### src/rtl/comma_rx_pkg.sv
package comma_rx_pkg;
    // Comma patterns as stored in word bits [6:0] (bit 0 = earliest bit)
    localparam int COMMA_W = 7;
    localparam logic [COMMA_W-1:0] COMMA_NEG = 7'b1111100; // arrival 0011111
    localparam logic [COMMA_W-1:0] COMMA_POS = 7'b0000011; // arrival 1100000
endpackage

### src/rtl/comma_rx_src_mux.sv
module comma_rx_src_mux (
    input  logic loopback_en,
    input  logic line_bit,
    input  logic tx_bit,
    output logic src_bit
);
    always_comb begin
        src_bit = loopback_en ? tx_bit : line_bit;
    end
endmodule

### src/rtl/comma_rx_detect.sv
module comma_rx_detect
    import comma_rx_pkg::*;
#(
    parameter int WORD_W = 10
) (
    input  logic [WORD_W-1:0] cand,
    output logic              hit
);
    localparam int NPAT = 2;
    logic [NPAT-1:0] match;

    for (genvar p = 0; p < NPAT; p++) begin : g_pat
        localparam logic [COMMA_W-1:0] PAT = (p == 0) ? COMMA_NEG : COMMA_POS;
        assign match[p] = (cand[COMMA_W-1:0] == PAT);
    end

    assign hit = |match;
endmodule

### src/rtl/comma_rx_framer.sv
module comma_rx_framer #(
    parameter int WORD_W = 10,
    parameter int CNT_W  = $clog2(WORD_W + 1)
) (
    input  logic              clk,
    input  logic              rst_n,
    input  logic              bit_valid,
    input  logic              bit_in,
    input  logic              sync_en,
    output logic [WORD_W-1:0] word_o,
    output logic              valid_o,
    output logic              comma_o,
    output logic              phase_o
);
    localparam logic [CNT_W-1:0] LAST = CNT_W'(WORD_W - 1);
    localparam logic [CNT_W-1:0] FULL = CNT_W'(WORD_W);

    typedef struct packed {
        logic [WORD_W-1:0] win;
        logic [CNT_W-1:0]  cnt;
        logic [CNT_W-1:0]  seen;
        logic [WORD_W-1:0] word;
        logic              valid;
        logic              comma;
        logic              phase;
    } state_t;

    state_t s_q, s_d;
    logic [WORD_W-1:0] win_sh;
    logic              hit;
    logic              full_now;
    logic              boundary;

    // newest bit enters at the top, so after WORD_W shifts bit 0 is the oldest
    assign win_sh = {bit_in, s_q.win[WORD_W-1:1]};

    comma_rx_detect #(.WORD_W(WORD_W)) u_detect (
        .cand (win_sh),
        .hit  (hit)
    );

    always_comb begin
        s_d      = s_q;
        s_d.valid = 1'b0;
        full_now = (s_q.seen >= LAST);
        boundary = 1'b0;
        if (bit_valid) begin
            s_d.win = win_sh;
            if (s_q.seen < FULL) begin
                s_d.seen = s_q.seen + 1'b1;
            end
            boundary = (s_q.cnt == LAST) || (sync_en && full_now && hit);
            if (boundary) begin
                s_d.cnt   = '0;
                s_d.word  = win_sh;
                s_d.valid = 1'b1;
                s_d.comma = hit;
                s_d.phase = ~s_q.phase;
            end else begin
                s_d.cnt = s_q.cnt + 1'b1;
            end
        end
    end

    always_ff @(posedge clk) begin
        if (!rst_n) begin
            s_q <= '0;
        end else begin
            s_q <= s_d;
        end
    end

    assign word_o  = s_q.word;
    assign valid_o = s_q.valid;
    assign comma_o = s_q.comma;
    assign phase_o = s_q.phase;
endmodule

### src/rtl/comma_rx.sv
module comma_rx #(
    parameter int WORD_W = 10
) (
    input  logic              clk,
    input  logic              rst_n,
    input  logic              bit_valid,
    input  logic              line_bit,
    input  logic              tx_bit,
    input  logic              loopback_en,
    input  logic              sync_en,
    output logic [WORD_W-1:0] word_o,
    output logic              word_valid_o,
    output logic              comma_o,
    output logic              bclk0_en_o,
    output logic              bclk1_en_o
);
    logic src_bit;
    logic phase;

    comma_rx_src_mux u_mux (
        .loopback_en (loopback_en),
        .line_bit    (line_bit),
        .tx_bit      (tx_bit),
        .src_bit     (src_bit)
    );

    comma_rx_framer #(.WORD_W(WORD_W)) u_framer (
        .clk       (clk),
        .rst_n     (rst_n),
        .bit_valid (bit_valid),
        .bit_in    (src_bit),
        .sync_en   (sync_en),
        .word_o    (word_o),
        .valid_o   (word_valid_o),
        .comma_o   (comma_o),
        .phase_o   (phase)
    );

    assign bclk0_en_o = phase;
    assign bclk1_en_o = ~phase;
endmodule

### config.mk
export PLATFORM = sky130hd
export DESIGN_NAME = comma_rx
export DESIGN_NICKNAME = d
export VERILOG_FILES = /design/src/rtl/comma_rx_pkg.sv /design/src/rtl/comma_rx_src_mux.sv /design/src/rtl/comma_rx_detect.sv /design/src/rtl/comma_rx_framer.sv /design/src/rtl/comma_rx.sv
export SDC_FILE = /design/constraint.sdc
export NUM_CORES = 1
export LEC_CHECK = 0
export BUFFER_PORTS_ARGS = -buffer_cell sky130_fd_sc_hd__clkbuf_2
export CELL_PAD_IN_SITES_DETAIL_PLACEMENT = 1
export CELL_PAD_IN_SITES_GLOBAL_PLACEMENT = 2
export CORE_MARGIN = 10
export CORE_UTILIZATION = 29
export CTS_BUF_LIST = sky130_fd_sc_hd__clkbuf_4 sky130_fd_sc_hd__clkbuf_8
export CTS_CLUSTER_SIZE = 12
export DETAILED_ROUTE_END_ITERATION = 6
export PLACE_DENSITY_LB_ADDON = 0.3
export SYNTH_ARGS = -nofsm -noshare
export SYNTH_HDL_FRONTEND = slang
export SYNTH_SLANG_ARGS = --single-unit
### constraint.sdc
create_clock -name clk -period 2.5 [get_ports clk]
set_input_delay 0.25 -clock clk [delete_from_list [all_inputs] [get_ports clk]]
set_output_delay 0.25 -clock clk [all_outputs]
set_load 0.05 [all_outputs]
==> results of run 1 <==
-- cell type report --
class | count | area (sq um)
well taps | 67 | 83.8
clock inverters | 1 | 30.0
repair buffers | 20 | 100
clock buffers | 6 | 82.6
multi-input cells | 101 | 697
fillers | 579 | 3170
flip-flops and latches | 30 | 601
inverters | 6 | 22.5
-- stage by stage --
step	std cells	total power [mW]	util	cell area, sq um
6_report	231	1.05	0.338	1620
5_1_grt	231	1.10	0.338	1620
4_1_cts	231	1.07	0.338	1620
3_5_place_dp	224	0.566	0.314	1500
3_3_place_gp	224	0.563	0.314	1500
2_1_floorplan	155	0.550	-	1440
-- worst max-delay path by stage --
stage / end / start / slack, ns
after detailed placement: u_framer.s_q[20] / u_framer.s_q[28] / 0.49
after global routing: u_framer.s_q[20] / u_framer.s_q[27] / 0.37
final: u_framer.s_q[20] / u_framer.s_q[28] / 0.47
after floorplan: u_framer.phase_o / u_framer.s_q[28] / 0.62
after global placement: u_framer.s_q[20] / u_framer.s_q[28] / 0.55
after CTS: u_framer.s_q[20] / u_framer.s_q[28] / 0.47
-- power breakdown --
part / internal, mW / switching, mW / leakage, nW / total (mW)
combinational: 0.0253 / 0.0304 / 0.423 / 0.0557
sequential: 0.487 / 0.0109 / 0.243 / 0.498
clock: 0.318 / 0.173 / 0.0573 / 0.492
total: 0.831 / 0.214 / 0.723 / 1.05
-- synth_stat cells (2+ instances only) --
master	count
sky130_fd_sc_hd__nand2_1	31
sky130_fd_sc_hd__dfxtp_1	30
sky130_fd_sc_hd__nor2b_1	11
sky130_fd_sc_hd__mux2i_1	20
sky130_fd_sc_hd__clkbuf_1	6
sky130_fd_sc_hd__a21boi_0	3
sky130_fd_sc_hd__o21ai_0	4
sky130_fd_sc_hd__and3_2	2
sky130_fd_sc_hd__ha_1	5
sky130_fd_sc_hd__xnor2_1	2
sky130_fd_sc_hd__nand3_1	2
sky130_fd_sc_hd__buf_4	10
sky130_fd_sc_hd__inv_1	6
sky130_fd_sc_hd__nand4_1	2
sky130_fd_sc_hd__nor2_1	4
-- sequential cells by signal, summed over array words and instances (netlist names) --
register,cells
u_framer.s_q,17
u_framer.word_o,10
u_framer.comma_o,1
u_framer.valid_o,1
u_framer.phase_o,1
-- cells in the final DEF (no fill, tap or decap), types with 4 or more instances in the layout --
| cell | Yosys | routed |
|---|---|---|
| sky130_fd_sc_hd__o21ai_0 | 4 | 4 |
| sky130_fd_sc_hd__clkbuf_2 | 0 | 20 |
| sky130_fd_sc_hd__inv_1 | 6 | 6 |
| sky130_fd_sc_hd__mux2i_1 | 20 | 20 |
| sky130_fd_sc_hd__nor2b_1 | 11 | 11 |
| sky130_fd_sc_hd__nor2_1 | 4 | 4 |
| sky130_fd_sc_hd__nand2_1 | 31 | 31 |
| sky130_fd_sc_hd__ha_1 | 5 | 5 |
| sky130_fd_sc_hd__dfxtp_1 | 30 | 30 |
| sky130_fd_sc_hd__clkbuf_8 | 0 | 6 |
-- worst reg2reg max path, cell delays in order (launching register included) --
cell,delay [ns]
sky130_fd_sc_hd__dfxtp_1,0.41
sky130_fd_sc_hd__nand3_1,0.11
sky130_fd_sc_hd__or4_4,0.49
sky130_fd_sc_hd__a221o_2,0.40
sky130_fd_sc_hd__a21o_4,0.30
sky130_fd_sc_hd__and3_2,0.22
-- kinds of logic (layout without fill, tap and decap cells) --
logic type               count (synthesis)  after routing  share of synthesized area
buffers and inverters                   24             33                     0.0998
AND/OR/NAND/NOR                         60             60                      0.208
adder cells (fa/ha/maj)                  5              5                     0.0434
flip-flops                              30             30                      0.417
multiplexers                            21             21                      0.147
XOR/XNOR                                 2              2                     0.0122
AO/OA/AOI/OAI                           13             13                     0.0729
-- per-layer routing --
layer,track usage,vias up,wire length (um),share of wire
li1,-,522,-,-
met1,0.0764,483,1330,0.45
met2,0.124,16,1400,0.47
met3,0.0366,6,161,0.055
met4,0.0398,0,57,0.019
met5,0,-,0,0
==> results by group, run 1 <==
Run status
  – Outcome: complete, no violations

Worst hold path
  – Class of the most critical hold timing path: in -> reg
  – Hold path endpoint: u_framer.word_o[9]
  – Number of cells on the worst hold path: 4
  – Worst hold start: line_bit

Run
  – Total of max-cap violations: 0

Yosys
  – Post-synth top flop: sky130_fd_sc_hd__dfxtp_1
  – Dominant cells by area after synthesis: sky130_fd_sc_hd__dfxtp_1, sky130_fd_sc_hd__mux2i_1, sky130_fd_sc_hd__nand2_1, sky130_fd_sc_hd__buf_4, sky130_fd_sc_hd__nor2b_1
  – Synth area leader: sky130_fd_sc_hd__dfxtp_1
  – Synthesized netlist net count: 167
  – Synth unique cells: 32
  – Syn_area_per_cell: 9.30 sq um
  – Synth top area share: 0.417
  – Synth Cell Area: 1440 sq um
  – Post-synthesis async set-or-reset flop share: 0
  – Cells after Synth: 155
  – Sequential area share after synthesis: 0.417
  – Yosys reg bits: 30
  – Number of synthesized flops with an enable pin: 0
  – Number of warnings printed during yosys synthesis: 0

Placement
  – Number of input and output port buffers inserted: 20
  – Post-place setup slack: 0.488 ns
  – Final estimated routing congestion in global placement: 0.754
  – Half-perimeter wire length after placement: 2110 um

STA
  – Final-report hold violation count: 0
  – Normalized max-slew margin: 0.494
  – Setup total negative slack: 0 ns
  – Shortest clock period the worst path allows after layout: 2.03 ns
  – Final hold slack: 0.402 ns
  – Count of final setup violators: 0
  – Total count of max-transition violations in the final report: 0
  – Achievable frequency: 492 MHz
  – Final worst-path cycle share: 0.813
  – Final WS setup: 0.468 ns
  – Actual slew at the worst max-slew pin: 0.758 ns
  – Worst-case clock skew: 0.00291 ns
  – Setup repair after global routing missed its margin: no

Worst setup path
  – Type of destination of the critical path: register
  – Crit path buffers/inverters: 0
  – CP peak stage delay: 0.49 ns
  – Critical path startpoint category: register
  – Critical Setup Path Class: reg -> reg
  – Maximum fanout encountered on the critical timing path: 14
  – Worst endpoint data arrival time: 2.20 ns
  – Depth of the worst register-to-register path: 5
  – Crit path max-delay family: simple AND/OR/NAND/NOR gates
  – Reg2Reg Capture Point: u_framer.s_q[20]
  – Register-to-Register Setup Slack: 0.47 ns
  – Critical path cell sequence: nand3_1 -> or4_4 -> a221o_2 -> a21o_4 -> and3_2
  – Worst reg2reg startpoint: u_framer.s_q[28]
  – Critical path data required time: 2.67 ns
  – Depth of the critical timing path with buffers and inverters included: 5
  – Cell at the slowest stage of the critical path: sky130_fd_sc_hd__or4_4

Power
  – Leakage power figure: 0.723 nW
  – Peak supply drop: 0.217 mV
  – Ratio of total power to cell area: 647 nW/um^2

Clocking
  – Clock root buffer: sky130_fd_sc_hd__clkbuf_8
  – Hold bufs inserted after CTS: 0
  – Number of clock buffers inserted by TritonCTS: 5
  – Number of setup buffers added after CTS: 0
  – CTS tree: built
  – Worst skew pair latency: 0.28 ns
  – CTS clk-pin slew, worst paths: 0.06 ns
  – Level count of the clock H-tree: 2
  – Worst-case clock buffer depth: 2
  – Count of clock tree sinks: 30
  – Resized cells post-CTS: 0

Detailed routing
  – Via/cell ratio: 4.45
  – Total number of vias: 1,027
  – First-pass iteration count of the detailed router: 2
  – Aggregate routed wire length: 2950 um
  – Antenna-violating nets left: 0
  – First-iteration detailed-routing DRC count: 53
  – DRC violations left: 0
  – WL/cell: 12.8 um

Die
  – Die outline height: 90.5 um
  – Area of the die: 8190 sq um
  – Row count: 25
  – IO Count: 21
  – Area of the core: 4790 sq um
  – Horizontal die dimension: 90.5 um
  – Initial Utilization: 0.301

Global route
  – Initial antenna violation count: 0
  – Gr ovfl total: 0
  – Global-route usage over all layers: 0.0749
  – Vias in the first global route: 1,094
  – Largest net degree at the start of global routing: 45
  – Wire length of the first global-routing pass: 5030 um

Cells and area
  – Share of final-layout standard cells stronger than drive strength 1: 0.213
  – Final #Nets: 176
  – Inserted Diodes: 0
  – Layout overhead on the synthesized area: 12.2%
Note: power is estimated with default switching activity, not from simulation.
==> run 2: changes to the inputs <==
Clock period 2.5 ns to 2.05 ns, I/O delays scaled along.
==> run 2 against run 1 <==
Effect of this change:
- via count grew 2.0%
- non-clock buffer count grew 5
- largest cell class unchanged
- critical endpoint unchanged
- fmax grew 3.3%
==> results by group, run 2 (synthesized netlist as in run 1, its figures left out) <==
Clocking
  – CTS clk-pin slew, worst paths: 0.07 ns
  – Count of clock tree sinks: 30
  – Worst skew pair latency: 0.29 ns
  – CTS tree: built
  – Clock root buffer: sky130_fd_sc_hd__clkbuf_8
  – Number of setup buffers added after CTS: 0
  – Level count of the clock H-tree: 2
  – Number of clock buffers inserted by TritonCTS: 5
  – Worst-case clock buffer depth: 2

Cells and area
  – Commonest non-fill, non-tap cell in the layout: sky130_fd_sc_hd__nand2_1
  – Footprint of the multi-input gates: 712 sq um
  – Register with the most flip-flops: u_framer.s_q
  – Max FFs per register: 17
  – Inserted Diodes: 0
  – Final #Nets: 182
  – Fill count: 570
  – Layout overhead on the synthesized area: 18.1%
  – Most used cells in the layout excluding fill and tap cells: sky130_fd_sc_hd__nand2_1, sky130_fd_sc_hd__dfxtp_1, sky130_fd_sc_hd__mux2i_1, sky130_fd_sc_hd__clkbuf_2, sky130_fd_sc_hd__nor2b_1
  – Sequential cell area in the final layout: 604 sq um
  – Share of final-layout standard cells stronger than drive strength 1: 0.263

Power
  – Design internal power: 1.15 mW
  – Power spent charging and discharging nets: 0.285 mW
  – Clock network fraction of total power: 0.526
  – Ratio of total power to cell area: 840 nW/um^2
  – Power share of the sequential group: 0.424
  – Leakage power figure: 0.768 nW
  – Peak supply drop: 0.370 mV
  – Switch share: 0.199
  – Part of the total power dissipated in combinational logic: 0.050

Detailed routing
  – Via/cell ratio: 4.40
  – First-pass iteration count of the detailed router: 4
  – Antenna-violating nets left: 0
  – Aggregate routed wire length: 3200 um
  – First-iteration detailed-routing DRC count: 63
  – DRC violations left: 0
  – WL/cell: 13.4 um
  – Total number of vias: 1,048

STA
  – Worst-case clock skew: 0.00837 ns
  – Total count of max-transition violations in the final report: 0
  – Shortest clock period the worst path allows after layout: 1.97 ns
  – Final worst-path cycle share: 0.959
  – Setup total negative slack: 0 ns
  – Final hold slack: 0.349 ns
  – Setup repair after global routing missed its margin: no
  – Final-report hold violation count: 0
  – Final WS setup: 0.0842 ns
  – Actual slew at the worst max-slew pin: 0.565 ns
  – Achievable frequency: 509 MHz
  – Normalized max-slew margin: 0.623
  – Count of final setup violators: 0

Run
  – Total of max-cap violations: 0

Global route
  – Global-route usage over all layers: 0.0784
  – Largest net degree at the start of global routing: 33
  – Gr ovfl total: 0
  – Initial antenna violation count: 0
  – Vias in the first global route: 1,134
  – Wire length of the first global-routing pass: 5300 um

Worst hold path
  – Hold path endpoint: u_framer.word_o[9]
  – Number of cells on the worst hold path: 4
  – Worst hold start: tx_bit
  – Class of the most critical hold timing path: in -> reg

Worst setup path
  – Worst reg2reg startpoint: u_framer.s_q[27]
  – Crit path max-delay family: simple AND/OR/NAND/NOR gates
  – Critical path data required time: 2.23 ns
  – CP peak stage delay: 0.49 ns
  – Critical Setup Path Class: reg -> reg
  – Worst endpoint data arrival time: 2.14 ns
  – Reg2Reg Capture Point: u_framer.s_q[20]
  – Type of destination of the critical path: register
  – Crit path buffers/inverters: 0
  – Register-to-Register Setup Slack: 0.08 ns
  – Depth of the worst register-to-register path: 5
  – Critical path cell sequence: nand3_1 -> or4_4 -> a221o_2 -> a21o_4 -> and3_2
  – Critical path startpoint category: register
  – Cell at the slowest stage of the critical path: sky130_fd_sc_hd__or4_4
  – Maximum fanout encountered on the critical timing path: 7
  – Depth of the critical timing path with buffers and inverters included: 5

Placement
  – Number of input and output port buffers inserted: 20
  – Half-perimeter wire length after placement: 2190 um
  – Post-place setup slack: 0.0442 ns
  – Final estimated routing congestion in global placement: 0.794

Die
  – Initial Utilization: 0.301
  – Horizontal die dimension: 90.5 um
  – IO Count: 21
  – Area of the die: 8190 sq um
  – Area of the core: 4790 sq um
  – Row count: 25
  – Die outline height: 90.5 um

Run status
  – Outcome: complete, no violations
## run 2: per-layer routing
| metal | GRT usage | part of all wire | up-vias |
|---|---|---|---|
| li1 | - | - | 537 |
| met1 | 0.0880 | 0.48 | 489 |
| met2 | 0.124 | 0.46 | 18 |
| met4 | 0.0398 | 0.015 | 0 |
| met5 | 0 | 0 | - |
| met3 | 0.0324 | 0.045 | 4 |
## run 2: worst register-to-register path, cell delays in order (launching register included)
cell and delay (ns):
sky130_fd_sc_hd__dfxtp_2 0.37, sky130_fd_sc_hd__nand3_1 0.10, sky130_fd_sc_hd__or4_4 0.49, sky130_fd_sc_hd__a221o_2 0.42, sky130_fd_sc_hd__a21o_4 0.28, sky130_fd_sc_hd__and3_2 0.20
## run 2: timing repair
| action | 4_1_cts | 5_1_grt |
|---|---|---|
| endpoints found under the setup margin | 0 | 13 |
| hold buffers | 0 | 0 |
| gates resized for setup | 0 | 4 |
## run 2: how the worst max path moves through the flow
stage | start | end | slack [ns]
after detailed placement | u_framer.s_q[27] | u_framer.s_q[20] | 0.04
final | u_framer.s_q[27] | u_framer.s_q[20] | 0.08
after CTS | u_framer.s_q[27] | u_framer.s_q[20] | 0.02
after floorplan | u_framer.s_q[28] | u_framer.phase_o | 0.17
after global routing | u_framer.s_q[27] | u_framer.s_q[20] | 0.01
after global placement | u_framer.s_q[28] | u_framer.s_q[20] | 0.09
## run 2: layout make-up
| class | count | share of cell area |
|---|---|---|
| multi-input cells | 102 | 0.418 |
| flip-flops and latches | 30 | 0.355 |
| repair buffers | 25 | 0.0808 |
| well taps | 67 | 0.0492 |
| clock buffers | 6 | 0.0485 |
| clock inverters | 2 | 0.0353 |
| inverters | 6 | 0.0132 |
## run 2: power by group through the flow
stage / Combinational (mW) / Sequential, mW / Clock (mW)
2_1_floorplan: 0.0540 / 0.617 / 0
3_3_place_gp: 0.0701 / 0.620 / 0
3_5_place_dp: 0.0717 / 0.620 / 0
4_1_cts: 0.0725 / 0.607 / 0.774
5_1_grt: 0.0832 / 0.609 / 0.798
6_report: 0.0716 / 0.607 / 0.752
## run 2: per-stage QoR
step / utilization / instances / power [mW] / cell area [sq um]
3_3_place_gp: 0.322 / 229 / 0.690 / 1540
3_5_place_dp: 0.322 / 229 / 0.692 / 1540
4_1_cts: 0.352 / 237 / 1.45 / 1680
2_1_floorplan: - / 155 / 0.671 / 1440
6_report: 0.356 / 238 / 1.43 / 1700
5_1_grt: 0.356 / 238 / 1.49 / 1700
==> run 3: changes to the inputs <==
Settings changed: SETUP_SLACK_MARGIN set to 0.4.
==> run 3 against run 2 <==
Effect of this change:
- clock power decreased by 18%
- via count increased by 1.5%
- final area increased by 2.2%
- fmax increased by 6.0%
- core utilization increased by 0.78 points
- wire length increased by 7.1%
- non-clock buffer count increased by 6
- register-to-register slack improved by 0.11 ns
- final cell count increased by 2.1%
- highest routed layer unchanged
- worst setup slack improved by 0.11 ns
- power decreased by 9.1%
- global-route usage increased by 1.1 points
==> results by group, run 3 (synthesized netlist as in run 1, its figures left out) <==
Die
  – Area of the die: 8190 sq um
  – Row count: 25
  – Area of the core: 4790 sq um
  – Initial Utilization: 0.301
  – IO Count: 21
  – Horizontal die dimension: 90.5 um
  – Die outline height: 90.5 um

Cells and area
  – Final #Nets: 188
  – Share of final-layout standard cells stronger than drive strength 1: 0.318
  – Layout overhead on the synthesized area: 20.7%
  – Final core utilization: 0.364
  – Max FFs per register: 17
  – Most used cells in the layout excluding fill and tap cells: sky130_fd_sc_hd__nand2_1, sky130_fd_sc_hd__dfxtp_1, sky130_fd_sc_hd__mux2i_1, sky130_fd_sc_hd__clkbuf_2
  – Commonest non-fill, non-tap cell in the layout: sky130_fd_sc_hd__nand2_1
  – Inserted Diodes: 0
  – Register with the most flip-flops: u_framer.s_q

STA
  – Final-report hold violation count: 0
  – Shortest clock period the worst path allows after layout: 1.86 ns
  – Normalized max-slew margin: 0.600
  – Final worst-path cycle share: 0.905
  – Actual slew at the worst max-slew pin: 0.600 ns
  – Achievable frequency: 539 MHz
  – Setup repair after global routing missed its margin: yes
  – Count of final setup violators: 0
  – Setup total negative slack: 0 ns
  – Worst-case clock skew: 0.00537 ns
  – Total count of max-transition violations in the final report: 0

Worst setup path
  – Critical path cell sequence: nand2_1 -> or4_4 -> a221o_2 -> a21o_4 -> and3_4
  – Worst endpoint data arrival time: 2.04 ns
  – Cell at the slowest stage of the critical path: sky130_fd_sc_hd__or4_4
  – CP peak stage delay: 0.47 ns
  – Critical path data required time: 2.24 ns
  – Maximum fanout encountered on the critical timing path: 7
  – Crit path max-delay family: simple AND/OR/NAND/NOR gates
  – Type of destination of the critical path: register
  – Crit path launch: u_framer.s_q[24]
  – Worst reg2reg startpoint: u_framer.s_q[24]
  – Crit path buffers/inverters: 0
  – Critical path startpoint category: register
  – Critical Setup Path Class: reg -> reg

Detailed routing
  – Aggregate routed wire length: 3430 um
  – First-iteration detailed-routing DRC count: 63
  – DRC violations left: 0
  – Total number of vias: 1,064
  – WL/cell: 14.1 um
  – Antenna-violating nets left: 0
  – Via/cell ratio: 4.38
  – First-pass iteration count of the detailed router: 4

Global route
  – Global-route usage over all layers: 0.0890
  – Largest net degree at the start of global routing: 34
  – Wire length of the first global-routing pass: 5900 um
  – Initial antenna violation count: 0
  – Gr ovfl total: 0
  – Vias in the first global route: 1,203

Clocking
  – CTS clk-pin slew, worst paths: 0.07 ns
  – Number of clock buffers inserted by TritonCTS: 5
  – Worst-case clock buffer depth: 2
  – Count of clock tree sinks: 30
  – Hold bufs inserted after CTS: 0
  – CTS tree: built
  – Level count of the clock H-tree: 2
  – Clock root buffer: sky130_fd_sc_hd__clkbuf_8
  – Worst skew pair latency: 0.29 ns

Power
  – Peak supply drop: 0.375 mV
  – Leakage power figure: 0.788 nW
  – Ratio of total power to cell area: 748 nW/um^2

Run status
  – Outcome: complete, no violations

Worst hold path
  – Worst hold start: line_bit
  – Class of the most critical hold timing path: in -> reg

Placement
  – Final estimated routing congestion in global placement: 0.763
  – Number of input and output port buffers inserted: 20
  – Half-perimeter wire length after placement: 2300 um

Run
  – Total of max-cap violations: 0
## run 3: changes by cell type in the layout (fill, tap and decap cells not counted), sizes merged
cell / before / now
bufinv: 2 / 1
buf: 5 / 11
## run 3: what timing repair did
item                                    CTS  global route
gates cloned                              1             0
endpoints found under the setup margin   17            17
setup buffers                             6             1
pin swaps                                 5             3
gates resized for setup                   6             5
## run 3: final timing paths
path | end | slack [ns] | cells after the start
worst max-delay path | u_framer.s_q[20] | 0.19 | 5
worst max register to register | u_framer.s_q[20] | 0.19 | 5
worst min-delay path | u_framer.word_o[9] | 0.33 | 4
worst min register to register | u_framer.word_o[7] | 0.46 | 2
## run 3: through the flow
stage	instance area [sq um]	setup WS (ns)	hold slack, ns	instances	power [mW]
6_report	1740	0.195	0.327	243	1.30
5_1_grt	1740	0.123	0.353	243	1.36
4_1_cts	1720	0.159	0.324	242	1.32
3_5_place_dp	1540	0.0905	0.455	228	0.693
3_3_place_gp	1540	0.132	0.446	228	0.690
2_1_floorplan	1450	0.202	0.438	155	0.671
## run 3: area by class of cell
| class | count | area [sq um] |
|---|---|---|
| Inverter | 6 | 22.5 |
| Tap cell | 67 | 83.8 |
| Multi-Input combinational cell | 102 | 731 |
| Clock buffer | 6 | 82.6 |
| Timing Repair Buffer | 31 | 183 |
| Sequential cell | 30 | 608 |
| Clock inverter | 1 | 30.0 |
| Fill cell | 574 | 3050 |
## run 3: worst reg2reg max path, cell delays in order (launching register included)
cell	delay [ns]
sky130_fd_sc_hd__dfxtp_2	0.34
sky130_fd_sc_hd__nand2_1	0.05
sky130_fd_sc_hd__or4_4	0.47
sky130_fd_sc_hd__a221o_2	0.43
sky130_fd_sc_hd__a21o_4	0.28
sky130_fd_sc_hd__and3_4	0.19
## run 3: routing by layer
metal / vias up / part of all wire / track usage
met3: 7 / 0.047 / 0.0391
li1: 543 / - / -
met4: 0 / 0.018 / 0.0411
met2: 17 / 0.50 / 0.154
met1: 497 / 0.43 / 0.0901
met5: - / 0 / 0
## run 3: power by group
part | leakage, nW | internal (mW) | switching [mW] | total [mW]
Clock | 0.0573 | 0.389 | 0.231 | 0.619
Sequential | 0.246 | 0.594 | 0.0135 | 0.608
Combinational | 0.485 | 0.0351 | 0.0396 | 0.0746
